===== config.mk =====
export PLATFORM = sky130hd
export DESIGN_NAME = irq_daisy_arbiter
export DESIGN_NICKNAME = d
export VERILOG_FILES = /design/src/rtl/irq_chain_pkg.sv /design/src/rtl/irq_ack_edge.sv /design/src/rtl/irq_slice.sv /design/src/rtl/irq_vec_combine.sv /design/src/rtl/irq_daisy_arbiter.sv
export SDC_FILE = /design/constraint.sdc
export NUM_CORES = 1
export LEC_CHECK = 0
export ABC_CLOCK_PERIOD_IN_PS = 3700
export BUFFER_PORTS_ARGS = -buffer_cell sky130_fd_sc_hd__buf_4
export CAP_MARGIN = 30
export CORE_AREA = 2 2 39 41
export DETAILED_ROUTE_END_ITERATION = 10
export DIE_AREA = 0 0 41 43
export SYNTH_ARGS = -nofsm -noshare
export SYNTH_HDL_FRONTEND = slang
export SYNTH_SLANG_ARGS = --single-unit

===== constraint.sdc =====
create_clock -name clk -period 3.7 [get_ports clk]
set_clock_uncertainty 0.05 [all_clocks]
set_input_delay 0.555 -clock clk [delete_from_list [all_inputs] [get_ports clk]]
set_output_delay 0.555 -clock clk [all_outputs]
set_load 0.1 [all_outputs]

===== src/rtl/irq_chain_pkg.sv =====
package irq_chain_pkg;

  // The acknowledge moves past a slice only if that slice is idle
  function automatic logic pass_on(input logic ack_here, input logic pending);
    return ack_here & ~pending;
  endfunction

  // A pending slice keeps the acknowledge that reaches it
  function automatic logic take_ack(input logic ack_here, input logic pending);
    return ack_here & pending;
  endfunction

  // Clearing is done before setting, so a new request is never lost
  function automatic logic next_pending(input logic pend, input logic won,
                                        input logic fall, input logic set);
    return (pend & ~(won & fall)) | set;
  endfunction

  // The winner is decided at the rising edge and held until the falling edge
  function automatic logic next_won(input logic won, input logic rise,
                                    input logic fall, input logic take);
    if (rise) return take;
    if (fall) return 1'b0;
    return won;
  endfunction

endpackage


===== src/rtl/irq_ack_edge.sv =====
module irq_ack_edge (
  input  logic clk,
  input  logic rst_n,
  input  logic ack_in,
  output logic ack_rise,
  output logic ack_fall
);
  logic ack_q;

  always_ff @(posedge clk or negedge rst_n) begin
    if (!rst_n) ack_q <= 1'b0;
    else        ack_q <= ack_in;
  end

  assign ack_rise = ack_in & ~ack_q;
  assign ack_fall = ~ack_in & ack_q;
endmodule


===== src/rtl/irq_slice.sv =====
module irq_slice
  import irq_chain_pkg::*;
(
  input  logic clk,
  input  logic rst_n,
  input  logic req_set,
  input  logic ack_rise,
  input  logic ack_fall,
  input  logic chain_in,
  output logic chain_out,
  output logic pending,
  output logic won
);
  logic take;

  assign take      = take_ack(chain_in, pending);
  assign chain_out = pass_on(chain_in, pending);

  always_ff @(posedge clk or negedge rst_n) begin
    if (!rst_n) begin
      pending <= 1'b0;
      won     <= 1'b0;
    end else begin
      pending <= next_pending(pending, won, ack_fall, req_set);
      won     <= next_won(won, ack_rise, ack_fall, take);
    end
  end
endmodule


===== src/rtl/irq_vec_combine.sv =====
module irq_vec_combine #(
  parameter int NUM_SLICES = 4,
  parameter int VEC_W      = 8,
  parameter logic [NUM_SLICES*VEC_W-1:0] VECTOR_TABLE = '0
) (
  input  logic [NUM_SLICES-1:0] won,
  output logic [VEC_W-1:0]      vec_out
);
  logic [NUM_SLICES-1:0][VEC_W-1:0] masked;

  for (genvar i = 0; i < NUM_SLICES; i++) begin : g_mask
    assign masked[i] = won[i] ? VECTOR_TABLE[i*VEC_W +: VEC_W] : '0;
  end

  // One-hot OR: at most one slice is non-zero
  always_comb begin
    vec_out = '0;
    for (int i = 0; i < NUM_SLICES; i++) vec_out = vec_out | masked[i];
  end
endmodule


===== src/rtl/irq_daisy_arbiter.sv =====
module irq_daisy_arbiter #(
  parameter int NUM_SLICES = 4,
  parameter int VEC_W      = 8,
  parameter logic [NUM_SLICES*VEC_W-1:0] VECTOR_TABLE = 32'h4C48_4440
) (
  input  logic                  clk,
  input  logic                  rst_n,
  input  logic [NUM_SLICES-1:0] dev_req,
  input  logic                  ack_in,
  output logic                  irq_out,
  output logic [VEC_W-1:0]      vec_out,
  output logic                  no_responder
);
  localparam int CHAIN_LEN = NUM_SLICES + 1;

  logic                  ack_rise;
  logic                  ack_fall;
  logic [CHAIN_LEN-1:0]  chain;
  logic [NUM_SLICES-1:0] slice_pend;
  logic [NUM_SLICES-1:0] slice_won;
  logic                  chain_end;

  irq_ack_edge u_edge (
    .clk      (clk),
    .rst_n    (rst_n),
    .ack_in   (ack_in),
    .ack_rise (ack_rise),
    .ack_fall (ack_fall)
  );

  assign chain[0] = ack_in;

  for (genvar i = 0; i < NUM_SLICES; i++) begin : g_slice
    irq_slice u_slice (
      .clk       (clk),
      .rst_n     (rst_n),
      .req_set   (dev_req[i]),
      .ack_rise  (ack_rise),
      .ack_fall  (ack_fall),
      .chain_in  (chain[i]),
      .chain_out (chain[i+1]),
      .pending   (slice_pend[i]),
      .won       (slice_won[i])
    );
  end

  assign chain_end = chain[CHAIN_LEN-1];

  always_ff @(posedge clk or negedge rst_n) begin
    if (!rst_n)        no_responder <= 1'b0;
    else if (ack_rise) no_responder <= chain_end;
    else if (ack_fall) no_responder <= 1'b0;
  end

  // Stands in for the wired-OR request line
  assign irq_out = |slice_pend;

  irq_vec_combine #(
    .NUM_SLICES   (NUM_SLICES),
    .VEC_W        (VEC_W),
    .VECTOR_TABLE (VECTOR_TABLE)
  ) u_vec (
    .won     (slice_won),
    .vec_out (vec_out)
  );
endmodule


==> results by group, run 1 <==
Timing
  • Final hold violation count: 0
  • Slew Viols, Final: 0
  • Endpoints failing setup: 0
  • Final setup TNS: 0 ps
  • FMAX: between 0.4 and 0.5 GHz
  • RSZ-0062 raised after global routing: false
  • Fin crit period: 2040 ps
  • Post-route setup slack: roughly 1700 ps
  • Crit share post-route: 0.550

Global route
  • First-pass GRT wire length: 1260 um
  • Via count of the first global-routing pass: just over 300
  • Antenna violations before repair: 0
  • Largest net degree at the start of global routing: 11
  • GR Overflow Total: 0
  • Total global-route track usage: 0.114

Hold path
  • Worst hold-check path type: primary input to async pin

Placed design
  • Pre-CTS setup slack: around 1900 ps
  • Area after DPL: approximately 570 um^2
  • Routability congestion estimate from global placement: roughly 0.75
  • Hpwl dp: 654 um
  • I/O Buffers: 11

Clock network
  • Post-CTS Setup Inserts: 0
  • Hold_buf cts: 0
  • CTS Buf Count: 3
  • CTS resizes: 0
  • Worst-path clk slew: ~60 ps
  • CTS tree: done
  • Clk buf depth: 2
  • Clk sinks: 10
  • CTS root buffer: clkbuf_4
  • Later-pin clock latency in the skew report: 260 ps
  • # H-tree levels: 1

Synth
  • Post-synthesis register bit count: 10
  • Synthesized cell area: roughly 490 um^2
  • Share of the synthesized area in the top cell type: 0.515
  • EDFF count, synth: 0
  • Multiplexer share of the synthesized area: 0
  • Top post-synthesis cells by area: dfrtp_1, buf_4, a32o_1
  • Synth top cells by count: dfrtp_1, nand2_1, buf_4, a21o_1, a32o_1
  • Yosys top cell by area: dfrtp_1
  • Async SR Flop Fraction: 1.00
  • Post-synthesis simple-gate area fraction: 0.188
  • Largest family of logic cells by synthesized area: simple AND/OR/NAND/NOR gates
  • Ys flop type: dfrtp_1
  • Adder-cell share of the synthesized area: 0.0515
  • Xor/xnor share of the synthesized area: 0
  • Yosys cell types: 19
  • Most common cell in the netlist: dfrtp_1
  • Synth warnings: 0
  • Avg Synthesized Cell Area: between 10 and 15 um^2
  • Synth Instances: 46
  • Sequential fraction of the synthesis area: 0.515
  • Post-synthesis compound-gate area fraction: 0.144

Worst setup path
  • Crit Path Category: flop to primary output
  • Top delay family on crit path: simple AND/OR/NAND/NOR gates
  • CP Buf/Inv Count: 1
  • Worst Setup End Kind: primary output
  • Worst-path cell chain: or2_1 > or3_1 > buf_4
  • Maximum fanout along the worst path: 3
  • Max incr delay on CP: approximately 390 ps
  • WP data arrival: approximately 1400 ps
  • Critical path's slowest cell: dfrtp_1
  • Setup crit start kind: flop
  • Critical path required time: 3090 ps

Cells and area
  • Finished Cell Area: 602 um^2
  • Share of layout cells above drive strength 1: 0.283
  • Fill count: between 100 and 150
  • Fin util: 0.435
  • Synthesis-to-layout area growth: 24.0%
  • Final net count: 70
  • Ant diodes: 0

Floorplanning
  • Die height: approximately 43 um
  • Initial Util: 0.351
  • # IOs: 17
  • Die ar.: around 1800 um^2
  • Core area: about 1400 um^2
  • Die width: 41 um
  • FP Rows: 14

Drt
  • Number of antenna-violating nets in the routed design: 0
  • Via count: 352
  • WL/cell: between 10 and 15 um
  • Drt pass-1 iters: 4
  • Drt initial violations: 8
  • Routed Wire Length: between 800 and 900 um
  • Drt drc: 0
  • Vias per cell: approximately 4.6

Power
  • P_leak: 0.285 nW
  • VDD IR-drop max: 0.290 mV
  • Pwr/cell area: around 460 nW/um^2

Flow run
  • Maxcap violations: 0

Outcome
  • Status: finished clean
-- cell type report --
cell class                 instances  area, um^2  share of cell area
sequential                        10         250               0.416
multi-input combinational         33         205               0.341
timing repair buffer              11        82.6               0.137
clock buffer                       4        36.3              0.0603
tap                               16        20.0              0.0333
inverter                           2        7.51              0.0125
-- sequential cells by signal, summed over array words and instances (netlist names) --
register                 flops
g_slice.u_slice.pending      4
g_slice.u_slice.won          4
no_responder                 1
u_edge.ack_q                 1
-- per-stage QoR --
step / hold slack [ps] / std cells / power (mW)
CTS: 55.2 / 76 / 0.282
detailed placement: 343 / 72 / 0.183
global placement: 343 / 72 / 0.183
finish: 60.4 / 76 / 0.276
floorplan: 209 / 50 / 0.173
global route: 47.8 / 76 / 0.292
-- final timing paths --
| check | from | to | slack, ps | cells past startpoint |
|---|---|---|---|---|
| setup / recovery | g_slice[2].u_slice.won | vec_out[6] | 1660 | 3 |
| hold / removal | rst_n | no_responder | 60 | 1 |
| setup reg to reg | u_edge.ack_q | g_slice[3].u_slice.won | 2360 | 3 |
| hold reg to reg | no_responder | no_responder | 440 | 2 |
| max in group asynchronous | rst_n | g_slice[1].u_slice.won | 3400 | 1 |
| min in group clk | ack_in | u_edge.ack_q | 390 | 1 |
-- cell families after synthesis --
| kind of cell | after synthesis |
|---|---|
| flip-flops | 10 |
| AND/OR/NAND/NOR | 17 |
| adder cells (fa/ha/maj) | 2 |
| buffers and inverters | 7 |
| AO/OA/AOI/OAI | 9 |
| other | 1 |
-- report_power, final --
group / internal (mW) / switching [mW]
registers: 0.113 / 0.00312
clock network: 0.0597 / 0.0362
logic: 0.0129 / 0.0511
total: 0.186 / 0.0904
-- placed cells by master, fill, tap and decap left out, types with 2 or more instances in the layout --
cell type,Yosys,routed
conb_1,1,5
nor2b_1,2,2
a32o_1,3,3
dfrtp_1,10,10
inv_1,2,2
ha_1,2,2
buf_4,5,11
clkbuf_4,0,3
nand2_1,7,7
a21o_1,4,4
-- routing by layer --
layer | up-vias | track usage | share of wire
li1 | 176 | - | -
met1 | 162 | 0.140 | 0.48
met2 | 12 | 0.153 | 0.43
met3 | 2 | 0.0785 | 0.069
met4 | 0 | 0.0400 | 0.012
met5 | - | 0 | 0
Note: power is estimated with default switching activity, not from simulation.
==> inputs of run 2 (changes only) <==
Settings changed: ABC_CLOCK_PERIOD_IN_PS 3700 to 1700.
Clock period 3.7 ns to 1.7 ns, I/O delays scaled along.
==> run 2 against run 1 <==
The flow now finishes with violations (negative setup slack). Sequential share of layout area shrank 2.9 points. Power grew 130%. Hold slack gained 25 ps. Clock power grew 120%.
==> results by group, run 2 (synthesis gave the netlist of run 1 again) <==
Cells and area
  • Final net count: 73 (+4.3%)
  • Ant diodes: 0 (unchanged)
  • Fin util: 0.467 (+0.0325)
  • Biggest regs: g_slice.u_slice.pending x4, g_slice.u_slice.won x4
  • Commonest non-fill, non-tap cell in the layout: buf_4
  • Most frequent cells in the layout: buf_4, dfrtp_1, nand2_1
  • Footprint of the multi-input gates: 213 um^2 (+3.7%)
  • Synthesis-to-layout area growth: 33.2%
  • Fill count: 136 (-4.9%)
  • Share of layout cells above drive strength 1: 0.333 (+0.0500)
  • Register area: 250 um^2 (unchanged)

Global route
  • GR Overflow Total: 0 (unchanged)
  • Total global-route track usage: 0.142 (+0.0281)
  • Via count of the first global-routing pass: 385 (+27%)
  • First-pass GRT wire length: 1640 um (+30%)
  • Antenna violations before repair: 0 (unchanged)
  • Largest net degree at the start of global routing: 11 (unchanged)

Outcome
  • Failing checks: negative setup slack
  • Status: finished with violations

Timing
  • FMAX: between 0.5 and 0.6 GHz
  • Fin crit period: between 1500 and 2000 ps
  • RSZ-0062 raised after global routing: true
  • Endpoints failing setup: 1 (+1)
  • Post-route setup slack: -20.4 ps (-1690 ps)
  • Slew Viols, Final: 0 (unchanged)
  • Final hold violation count: 0 (unchanged)
  • Crit share post-route: 1.01
  • Fin Hold WS: 85.6 ps (+25.2 ps)
  • Final setup TNS: -20.4 ps (-20.4 ps)

Drt
  • Via count: 367 (+4.3%)
  • Routed Wire Length: 887 um (+7.1%)
  • Vias per cell: 4.65 (+0.30%)
  • WL/cell: 11.2 um (+3.1%)
  • Drt initial violations: 7 (-1)
  • Number of antenna-violating nets in the routed design: 0 (unchanged)
  • Drt pass-1 iters: 4 (unchanged)
  • Drt drc: 0 (unchanged)

Worst setup path
  • Worst-path cell chain: or2_4 > or3_4 > buf_12
  • R2R Setup Slk: 340 ps (-2020 ps)
  • Critical path's slowest cell: dfrtp_1
  • Maximum fanout along the worst path: 2 (-1)
  • Crit Path Category: flop to primary output
  • Setup crit start kind: flop
  • Max incr delay on CP: 380 ps (about the same)
  • WP data arrival: 1420 ps (about the same)
  • Critical path required time: 1390 ps (-1700 ps)
  • Worst r2r src: u_edge.ack_q
  • Setup crit start: g_slice[2].u_slice.won
  • CP Buf/Inv Count: 1 (unchanged)
  • Worst Setup End Kind: primary output
  • Top delay family on crit path: simple AND/OR/NAND/NOR gates

Power
  • VDD IR-drop max: 0.491 mV (+69%)
  • P_leak: 0.303 nW (+6.5%)
  • Pwr/cell area: 968 nW/um^2 (+110%)
  • Tot Pwr: 626 uW (+130%)

Placed design
  • Routability congestion estimate from global placement: 0.747 (-0.73%)
  • I/O Buffers: 11 (unchanged)

Clock network
  • Clk sinks: 10 (unchanged)
  • CTS root buffer: clkbuf_4
  • Clk buf depth: 2 (unchanged)
  • Worst-path clk slew: 70 ps (about the same)
  • Later-pin clock latency in the skew report: 260 ps (about the same)
  • CTS tree: done
  • # H-tree levels: 1 (unchanged)
  • CTS Buf Count: 3 (unchanged)

Floorplanning
  • Die ar.: 1760 um^2 (unchanged)
  • Core area: 1380 um^2 (unchanged)
  • Die width: 41 um (unchanged)
  • # IOs: 17 (unchanged)
  • Die height: 43 um (unchanged)
  • FP Rows: 14 (unchanged)
  • Initial Util: 0.351 (unchanged)

Flow run
  • Maxcap violations: 0 (unchanged)

Hold path
  • Worst hold-check path type: primary input to flop
  • Worst Hold Launch: ack_in
run 2: changes by cell type in the layout (fill, tap and decap cells not counted), sizes merged:
cell,before,now
buf,11,13
dlygate4sd3,0,1
run 2: where the power goes:
| group | internal [mW] | switching, mW |
|---|---|---|
| combinational | 0.0446 | 0.114 |
| sequential | 0.246 | 0.00735 |
| clock | 0.130 | 0.0848 |
run 2: per-stage QoR:
step | area (um^2) | setup slack [ps] | std cells
floorplan | 508 | 133 | 50
global placement | 573 | 230 | 72
finish | 647 | -20.4 | 79
global route | 647 | -72.5 | 79
detailed placement | 573 | 216 | 72
CTS | 647 | -18.2 | 79
run 2: cell type report:
class,instances,area share
clock buffer,4,0.0561
timing repair buffer,14,0.186
sequential,10,0.387
inverter,2,0.0116
multi-input combinational,33,0.329
tap,16,0.0309
run 2: metal layers:
metal  share of wire  track usage  vias up
li1                -            -      180
met1            0.43        0.163      172
met2            0.50        0.219       13
met3           0.054       0.0314        2
met4          0.0068        0.100        0
met5               0            0        -
run 2: worst paths after layout:
kind	to	cells past startpoint
setup / recovery	vec_out[6]	3
min in group asynchronous	g_slice[0].u_slice.pending	2
max in group asynchronous	g_slice[2].u_slice.pending	2
setup reg to reg	g_slice[3].u_slice.won	3
hold / removal	u_edge.ack_q	1
hold reg to reg	g_slice[3].u_slice.pending	1
run 2: what timing repair did:
| item | in CTS | in global routing |
|---|---|---|
| setup endpoints to repair | 1 | 1 |
| hold endpoints to repair | 10 | 0 |
| hold buffers | 1 | 0 |
| gates resized for setup | 3 | 0 |
| setup buffers | 2 | 0 |
